--- config.mk ---
export PLATFORM = sky130hd
export DESIGN_NAME = lin_hdr_rx
export DESIGN_NICKNAME = d
export VERILOG_FILES = /design/src/rtl/lin_hdr_pkg.sv /design/src/rtl/lin_line_sampler.sv /design/src/rtl/lin_byte_rx.sv /design/src/rtl/lin_idle_timer.sv /design/src/rtl/lin_hdr_rx.sv
export SDC_FILE = /design/constraint.sdc
export NUM_CORES = 1
export LEC_CHECK = 0
export ABC_AREA = 1
export CORE_MARGIN = 2
export CORE_UTILIZATION = 30
export DETAILED_ROUTE_END_ITERATION = 8
export DONT_BUFFER_PORTS = 1
export PLACE_DENSITY_LB_ADDON = 0.08
export SYNTH_ARGS = -nofsm -noshare
export SYNTH_HDL_FRONTEND = slang
export SYNTH_SLANG_ARGS = --single-unit
--- constraint.sdc ---
create_clock -name clk -period 2 [get_ports clk]
set_input_delay 0.4 -clock clk [delete_from_list [all_inputs] [get_ports clk]]
set_output_delay 0.4 -clock clk [all_outputs]
set_load 0.1 [all_outputs]
--- src/rtl/lin_hdr_pkg.sv ---
package lin_hdr_pkg;

    typedef enum logic [1:0] {
        S_IDLE,
        S_BRK,
        S_WAIT,
        S_RX
    } hdr_state_e;

    typedef enum logic {
        FLD_SYNC,
        FLD_PID
    } fld_e;

    localparam int ERR_N    = 5;
    localparam int ERR_BIT  = 0;
    localparam int ERR_BRK  = 1;
    localparam int ERR_SYNC = 2;
    localparam int ERR_PAR  = 3;
    localparam int ERR_TMO  = 4;

    localparam logic [7:0] SYNC_VAL = 8'h55;

    // returns {p1, p0} for a 6-bit identifier
    function automatic logic [1:0] pid_parity(input logic [5:0] id);
        logic p0;
        logic p1;
        p0 = id[0] ^ id[1] ^ id[2] ^ id[4];
        p1 = ~(id[1] ^ id[3] ^ id[4] ^ id[5]);
        return {p1, p0};
    endfunction

endpackage

--- src/rtl/lin_line_sampler.sv ---
module lin_line_sampler #(
    parameter int SYNC_STAGES = 2
) (
    input  logic clk,
    input  logic rst_n,
    input  logic tick,
    input  logic rx_in,
    output logic rx_s,
    output logic fall_tk,
    output logic edge_tk
);

    logic [SYNC_STAGES-1:0] sync_q;
    logic                   prev_q;

    always_ff @(posedge clk or negedge rst_n) begin
        if (!rst_n) begin
            sync_q <= '1;
            prev_q <= 1'b1;
        end else begin
            sync_q <= {sync_q[SYNC_STAGES-2:0], rx_in};
            if (tick) begin
                prev_q <= rx_s;
            end
        end
    end

    assign rx_s    = sync_q[SYNC_STAGES-1];
    assign fall_tk = tick & prev_q & ~rx_s;
    assign edge_tk = tick & (prev_q ^ rx_s);

endmodule

--- src/rtl/lin_byte_rx.sv ---
module lin_byte_rx #(
    parameter int OSR = 16
) (
    input  logic       clk,
    input  logic       rst_n,
    input  logic       tick,
    input  logic       rx_s,
    input  logic       start,
    input  logic       run,
    output logic       done,
    output logic [7:0] data,
    output logic       start_lvl,
    output logic       stop_lvl
);

    localparam int PH_W = $clog2(OSR);
    localparam int BITS = 10;
    localparam int BI_W = $clog2(BITS);
    localparam int MID  = OSR / 2;

    localparam logic [PH_W-1:0] PH_EARLY = PH_W'(MID - 1);
    localparam logic [PH_W-1:0] PH_MID   = PH_W'(MID);
    localparam logic [PH_W-1:0] PH_LATE  = PH_W'(MID + 1);
    localparam logic [PH_W-1:0] PH_LAST  = PH_W'(OSR - 1);
    localparam logic [BI_W-1:0] BI_STOP  = BI_W'(BITS - 1);

    logic [PH_W-1:0] ph_q;
    logic [BI_W-1:0] bi_q;
    logic            s_early_q;
    logic            s_mid_q;
    logic            done_q;
    logic [7:0]      data_q;
    logic            start_lvl_q;
    logic            stop_lvl_q;
    logic            vote;

    assign vote = (s_early_q & s_mid_q) | (s_early_q & rx_s) | (s_mid_q & rx_s);

    always_ff @(posedge clk or negedge rst_n) begin
        if (!rst_n) begin
            ph_q        <= '0;
            bi_q        <= '0;
            s_early_q   <= 1'b1;
            s_mid_q     <= 1'b1;
            done_q      <= 1'b0;
            data_q      <= '0;
            start_lvl_q <= 1'b0;
            stop_lvl_q  <= 1'b1;
        end else begin
            done_q <= 1'b0;
            if (start) begin
                ph_q <= PH_W'(1);
                bi_q <= '0;
            end else if (run && tick) begin
                if (ph_q == PH_LAST) begin
                    ph_q <= '0;
                    if (bi_q != BI_STOP) begin
                        bi_q <= bi_q + 1'b1;
                    end
                end else begin
                    ph_q <= ph_q + 1'b1;
                end
                if (ph_q == PH_EARLY) begin
                    s_early_q <= rx_s;
                end
                if (ph_q == PH_MID) begin
                    s_mid_q <= rx_s;
                end
                if (ph_q == PH_LATE) begin
                    if (bi_q == '0) begin
                        start_lvl_q <= vote;
                    end else if (bi_q == BI_STOP) begin
                        stop_lvl_q <= vote;
                        done_q     <= 1'b1;
                    end else begin
                        data_q <= {vote, data_q[7:1]};
                    end
                end
            end
        end
    end

    assign done      = done_q;
    assign data      = data_q;
    assign start_lvl = start_lvl_q;
    assign stop_lvl  = stop_lvl_q;


    bit_index_chk: assert property (@(posedge clk) disable iff (!rst_n)
        run |-> (bi_q < BI_W'(BITS)));


    done_pulse_chk: assert property (@(posedge clk) disable iff (!rst_n)
        done_q |=> !done_q);

endmodule

--- src/rtl/lin_idle_timer.sv ---
module lin_idle_timer #(
    parameter int TO_W = 16
) (
    input  logic            clk,
    input  logic            rst_n,
    input  logic            tick,
    input  logic            active,
    input  logic            activity,
    input  logic [TO_W-1:0] limit,
    output logic            expire
);

    logic [TO_W-1:0] cnt_q;

    always_ff @(posedge clk or negedge rst_n) begin
        if (!rst_n) begin
            cnt_q <= '0;
        end else if (!active || activity) begin
            cnt_q <= '0;
        end else if (tick && (limit != '0) && (cnt_q != limit)) begin
            cnt_q <= cnt_q + 1'b1;
        end
    end

    assign expire = active && (limit != '0) && (cnt_q == limit);


    expire_once_chk: assert property (@(posedge clk) disable iff (!rst_n)
        expire |=> !expire);

endmodule

--- src/rtl/lin_hdr_rx.sv ---
module lin_hdr_rx
    import lin_hdr_pkg::*;
#(
    parameter int OSR           = 16,
    parameter int BRK_BITS      = 13,
    parameter int BRK_SUSP_BITS = 10,
    parameter int TO_W          = 16,
    parameter int SYNC_STAGES   = 2
) (
    input  logic            clk,
    input  logic            rst_n,
    input  logic            smp_tick,
    input  logic            rx_in,
    input  logic [TO_W-1:0] to_limit,
    input  logic [4:0]      err_clr,
    output logic [5:0]      frame_id,
    output logic            hdr_valid,
    output logic [4:0]      err_flags,
    output logic            irq
);

    localparam int BRK_TICKS  = BRK_BITS * OSR;
    localparam int SUSP_TICKS = BRK_SUSP_BITS * OSR;
    localparam int BRK_W      = $clog2(BRK_TICKS + 1);

    localparam logic [BRK_W-1:0] BRK_FULL = BRK_W'(BRK_TICKS);
    localparam logic [BRK_W-1:0] BRK_SUSP = BRK_W'(SUSP_TICKS);

    logic rx_s, fall_tk, edge_tk;
    logic byte_done, byte_start_lvl, byte_stop_lvl;
    logic [7:0] byte_data;
    logic byte_go, byte_run;
    logic tmo_active, tmo_hit;

    hdr_state_e       state_q, state_d;
    fld_e             fld_q, fld_d;
    logic [BRK_W-1:0] brk_q, brk_d;
    logic [ERR_N-1:0] err_set;
    logic             accept;

    logic [ERR_N-1:0] flags_q, flags_d;
    logic             irq_q;
    logic             valid_q;
    logic [5:0]       id_q;

    lin_line_sampler #(.SYNC_STAGES(SYNC_STAGES)) u_smp (
        .clk    (clk),
        .rst_n  (rst_n),
        .tick   (smp_tick),
        .rx_in  (rx_in),
        .rx_s   (rx_s),
        .fall_tk(fall_tk),
        .edge_tk(edge_tk)
    );

    assign byte_run = (state_q == S_RX);

    lin_byte_rx #(.OSR(OSR)) u_byte (
        .clk      (clk),
        .rst_n    (rst_n),
        .tick     (smp_tick),
        .rx_s     (rx_s),
        .start    (byte_go),
        .run      (byte_run),
        .done     (byte_done),
        .data     (byte_data),
        .start_lvl(byte_start_lvl),
        .stop_lvl (byte_stop_lvl)
    );

    assign tmo_active = (state_q == S_WAIT) || (state_q == S_RX);

    lin_idle_timer #(.TO_W(TO_W)) u_tmo (
        .clk     (clk),
        .rst_n   (rst_n),
        .tick    (smp_tick),
        .active  (tmo_active),
        .activity(edge_tk),
        .limit   (to_limit),
        .expire  (tmo_hit)
    );

    // next-state logic
    always_comb begin
        state_d = state_q;
        fld_d   = fld_q;
        brk_d   = brk_q;
        err_set = '0;
        accept  = 1'b0;
        byte_go = 1'b0;
        unique case (state_q)
            S_IDLE: begin
                if (smp_tick && !rx_s) begin
                    state_d = S_BRK;
                    brk_d   = BRK_W'(1);
                end
            end
            S_BRK: begin
                if (smp_tick) begin
                    if (!rx_s) begin
                        if (brk_q != BRK_FULL) begin
                            brk_d = brk_q + 1'b1;
                        end
                    end else if (brk_q >= BRK_FULL) begin
                        state_d = S_WAIT;
                        fld_d   = FLD_SYNC;
                    end else begin
                        state_d = S_IDLE;
                        if (brk_q >= BRK_SUSP) begin
                            err_set[ERR_BRK] = 1'b1;
                        end
                    end
                end
            end
            S_WAIT: begin
                if (tmo_hit) begin
                    err_set[ERR_TMO] = 1'b1;
                    state_d          = S_IDLE;
                end else if (fall_tk) begin
                    byte_go = 1'b1;
                    state_d = S_RX;
                end
            end
            S_RX: begin
                if (tmo_hit) begin
                    err_set[ERR_TMO] = 1'b1;
                    state_d          = S_IDLE;
                end else if (byte_done) begin
                    state_d = S_IDLE;
                    if (byte_start_lvl || !byte_stop_lvl) begin
                        err_set[ERR_BIT] = 1'b1;
                    end else if (fld_q == FLD_SYNC) begin
                        if (byte_data != SYNC_VAL) begin
                            err_set[ERR_SYNC] = 1'b1;
                        end else begin
                            fld_d   = FLD_PID;
                            state_d = S_WAIT;
                        end
                    end else if (pid_parity(byte_data[5:0]) != byte_data[7:6]) begin
                        err_set[ERR_PAR] = 1'b1;
                    end else begin
                        accept = 1'b1;
                    end
                end
            end
            default: state_d = S_IDLE;
        endcase
    end

    // state register
    always_ff @(posedge clk or negedge rst_n) begin
        if (!rst_n) begin
            state_q <= S_IDLE;
            fld_q   <= FLD_SYNC;
            brk_q   <= '0;
        end else begin
            state_q <= state_d;
            fld_q   <= fld_d;
            brk_q   <= brk_d;
        end
    end

    assign flags_d = (flags_q & ~err_clr) | err_set;

    // outputs
    always_ff @(posedge clk or negedge rst_n) begin
        if (!rst_n) begin
            flags_q <= '0;
            irq_q   <= 1'b0;
            valid_q <= 1'b0;
            id_q    <= '0;
        end else begin
            flags_q <= flags_d;
            irq_q   <= |flags_d;
            valid_q <= accept;
            if (accept) begin
                id_q <= byte_data[5:0];
            end
        end
    end

    assign frame_id  = id_q;
    assign hdr_valid = valid_q;
    assign err_flags = flags_q;
    assign irq       = irq_q;


    flags_sticky_chk: assert property (@(posedge clk) disable iff (!rst_n)
        1'b1 |=> ((flags_q & $past(flags_q & ~err_clr)) == $past(flags_q & ~err_clr)));


    irq_match_chk: assert property (@(posedge clk) disable iff (!rst_n)
        irq_q == (|flags_q));


    valid_pulse_chk: assert property (@(posedge clk) disable iff (!rst_n)
        valid_q |=> !valid_q);


    err_exit_chk: assert property (@(posedge clk) disable iff (!rst_n)
        (|err_set) |=> (state_q == S_IDLE));

endmodule

==> results.json <==
{
  "post-route-period-util_pct": 89.1,
  "cp-start-kind": "flip-flop",
  "die_x_um": 118,
  "synth_cell_types": 36,
  "htreeDepth": 3,
  "cp_max_fo": 9,
  "cts_root_buffer": "clkbuf_16",
  "numPortBuffers": 0,
  "synthFlopType": "dfrtp_1",
  "drv_slew": 0,
  "cts_tree": "yes",
  "path_class": "flip-flop to flip-flop",
  "nets": 577,
  "grt_start_max_net_pins": 65,
  "synth_cells": 510,
  "wl_per_cell_um": 13.0,
  "fin_skew_ps": 7.70,
  "max_freq_ghz": 0.561,
  "synth_area_per_cell_sq_um": 7.69,
  "ios": 38,
  "cts_buffers": 9,
  "setup_violations": 0,
  "start_util_pct": 30.9,
  "routed_wl_mm": 9.32,
  "antenna_left": 0,
  "grtUsageTotal_pct": 14.3,
  "netlist_area_sq_mm": 0.00392,
  "diodes": 0,
  "cts_buffer_depth": 2,
  "drive_gt1_share_pct": 14.6,
  "rsz0062_at_grt": "no",
  "clkTransAtPathRegs_ps": 60,
  "fillers": 1362,
  "arrival_ps": 2000,
  "seq_area_frac_synth_pct": 41.0,
  "finalHoldViolCount": 0,
  "via_per_inst": 4.60,
  "syn_to_final_growth_pct": 16.8,
  "worst_pin_slew_ps": 398,
  "hpwl_mm": 6.99,
  "grt_pass1_vias": 3242,
  "synthArstFlopShare_pct": 100,
  "overflow": 0,
  "final_common_cell": "nand2_1",
  "endpoint_kind": "flip-flop",
  "maxCapViolCount": 0,
  "ys_ff_latch": 64,
  "maxSlewHeadroom_pct": 73.4,
  "required_ps": 2220,
  "drc": 0,
  "min_path_type": "primary input to flip-flop",
  "die_h_um": 118,
  "clk-insertion-delay-late_ps": 340,
  "ys_warn_count": 0,
  "grt_pass1_wl_mm": 16.0,
  "gp_congestion": 0.788,
  "drtPass1Iterations": 4,
  "cts.sink_count": 64,
  "mostFrequentLayoutCells": "133 x nand2_1, 66 x inv_1, 58 x dfrtp_1, 44 x nor2_1, 37 x nand3_1",
  "fin_crit_ps": 1780,
  "holdWs_ps": 61.0,
  "p_leak_nw": 2.16,
  "coreArea_sq_mm": 0.0127,
  "synth.net_count": 545,
  "tns_ps": 0,
  "synth-edff-count": 0,
  "die_area_sq_mm": 0.0140,
  "ir_drop_uv": 348,
  "powerDensity_mw_per_mm2": 689,
  "dr.first_iter.drc_count": 115,
  "antenna_found_initial": 0,
  "fp-row-count": 41,
  "vias": 3304,
  "status": "complete, no violations"
}
worst paths after layout:
check	from	to	slack, ps	cells past startpoint
min in group asynchronous	rst_n	u_tmo.cnt_q[15]	600	2
hold / removal	rx_in	u_smp.sync_q[0]	60	0
max in group asynchronous	rst_n	u_byte.stop_lvl	1080	2
hold reg to reg	u_smp.sync_q[0]	u_smp.sync_q[1]	360	0
setup reg to reg	u_tmo.cnt_q[3]	u_tmo.cnt_q[12]	220	9
setup / recovery	u_tmo.cnt_q[3]	u_tmo.cnt_q[12]	220	9
final cells by class:
cell class                 instances  area [sq um]  share of cell area (%)
multi-input combinational        366          1990                    43.5
timing repair buffer              26           218                    4.76
clock buffer                      15           258                    5.63
clock inverter                     1          5.00                   0.109
sequential                        64          1610                    35.1
inverter                          75           282                    6.15
tap                              172           215                    4.70
per-stage QoR:
| step | power (mW) | std cells | util [%] | instance area (sq um) | setup slack, ps |
|---|---|---|---|---|---|
| finish | 3.15 | 719 | 36.1 | 4580 | 218 |
| global route | 3.31 | 719 | 36.1 | 4580 | 6.61 |
| CTS | 3.22 | 716 | 35.9 | 4540 | 94.5 |
| detailed placement | 1.71 | 698 | 33.5 | 4240 | 103 |
| global placement | 1.71 | 698 | 33.5 | 4240 | 152 |
| floorplan | 1.64 | 510 | - | 3920 | 354 |
layer usage:
metal | GRT usage (%) | routed length [um]
met1 | 17.9 | 4240
met2 | 23.6 | 4620
met3 | 3.72 | 287
met4 | 5.57 | 166
met5 | 0 | 0
worst max-delay path: stages, from the launching register on:
cell and delay (ps):
dfrtp_1 430, xor2_1 180, nor2_1 110, nand2_1 110, nor2_2 200, nand2_2 110
nand2_4 120, buf_4 180, o21ai_0 80, nor3b_2 150
cells by family after synthesis:
logic type | synth area share [%]
flops | 41.0
fa+ha+maj | 3.19
simple gates | 33.3
xor+xnor | 5.36
buf+inv | 8.46
compound gates | 8.68
flip-flops by register name, summed over array words and instances, names as in the netlist:
register and cells:
frame_id 6, u_byte.data 8, u_byte.s_mid_q 1, u_byte.s_early_q 1, state_q 2, fld_q 1, u_byte.done 1, u_byte.ph_q 4
u_tmo.cnt_q 16, err_flags 5, u_byte.start_lvl 1, u_byte.bi_q 4, u_smp.prev_q 1, u_byte.stop_lvl 1, hdr_valid 1, u_smp.sync_q 2
brk_q 8, irq 1
synth_stat cells (2+ instances only):
library cell / n / area share, %
inv_1: 67 / 6.4
inv_2: 8 / 0.77
nor3_1: 15 / 1.9
nor3_2: 4 / 1.0
nand3_2: 4 / 1.0
xor2_1: 21 / 4.7
o21bai_1: 2 / 0.38
xnor2_1: 3 / 0.67
ha_1: 10 / 3.2
nor3_4: 2 / 0.83
nand2_4: 3 / 0.86
nor2_4: 2 / 0.57
dfstp_2: 6 / 4.0
nand2_1: 133 / 13
buf_6: 4 / 1.1
o21ai_1: 5 / 0.64
o31ai_1: 9 / 1.7
nor2_2: 4 / 0.64
or2_2: 2 / 0.32
nor2_1: 44 / 4.2
nand2_2: 3 / 0.48
dfrtp_1: 58 / 37
nand3b_1: 2 / 0.38
a21oi_1: 7 / 0.89
nand4_1: 12 / 1.9
nand3_1: 38 / 4.9
o21ai_0: 33 / 4.2
power breakdown:
group	switching [mW]	internal [mW]	leakage, nW
Sequential	0.0513	1.35	0.846
Clock	0.560	0.873	0.128
Combinational	0.219	0.105	1.18
Total	0.830	2.32	2.16
what timing repair did:
action,in CTS,in global routing
setup buffers,0,3
gates resized for setup,0,3
setup endpoints to repair,0,15
hold buffers,2,0
endpoints found under the hold margin,64,0
Power figures use the tool's default switching activity.
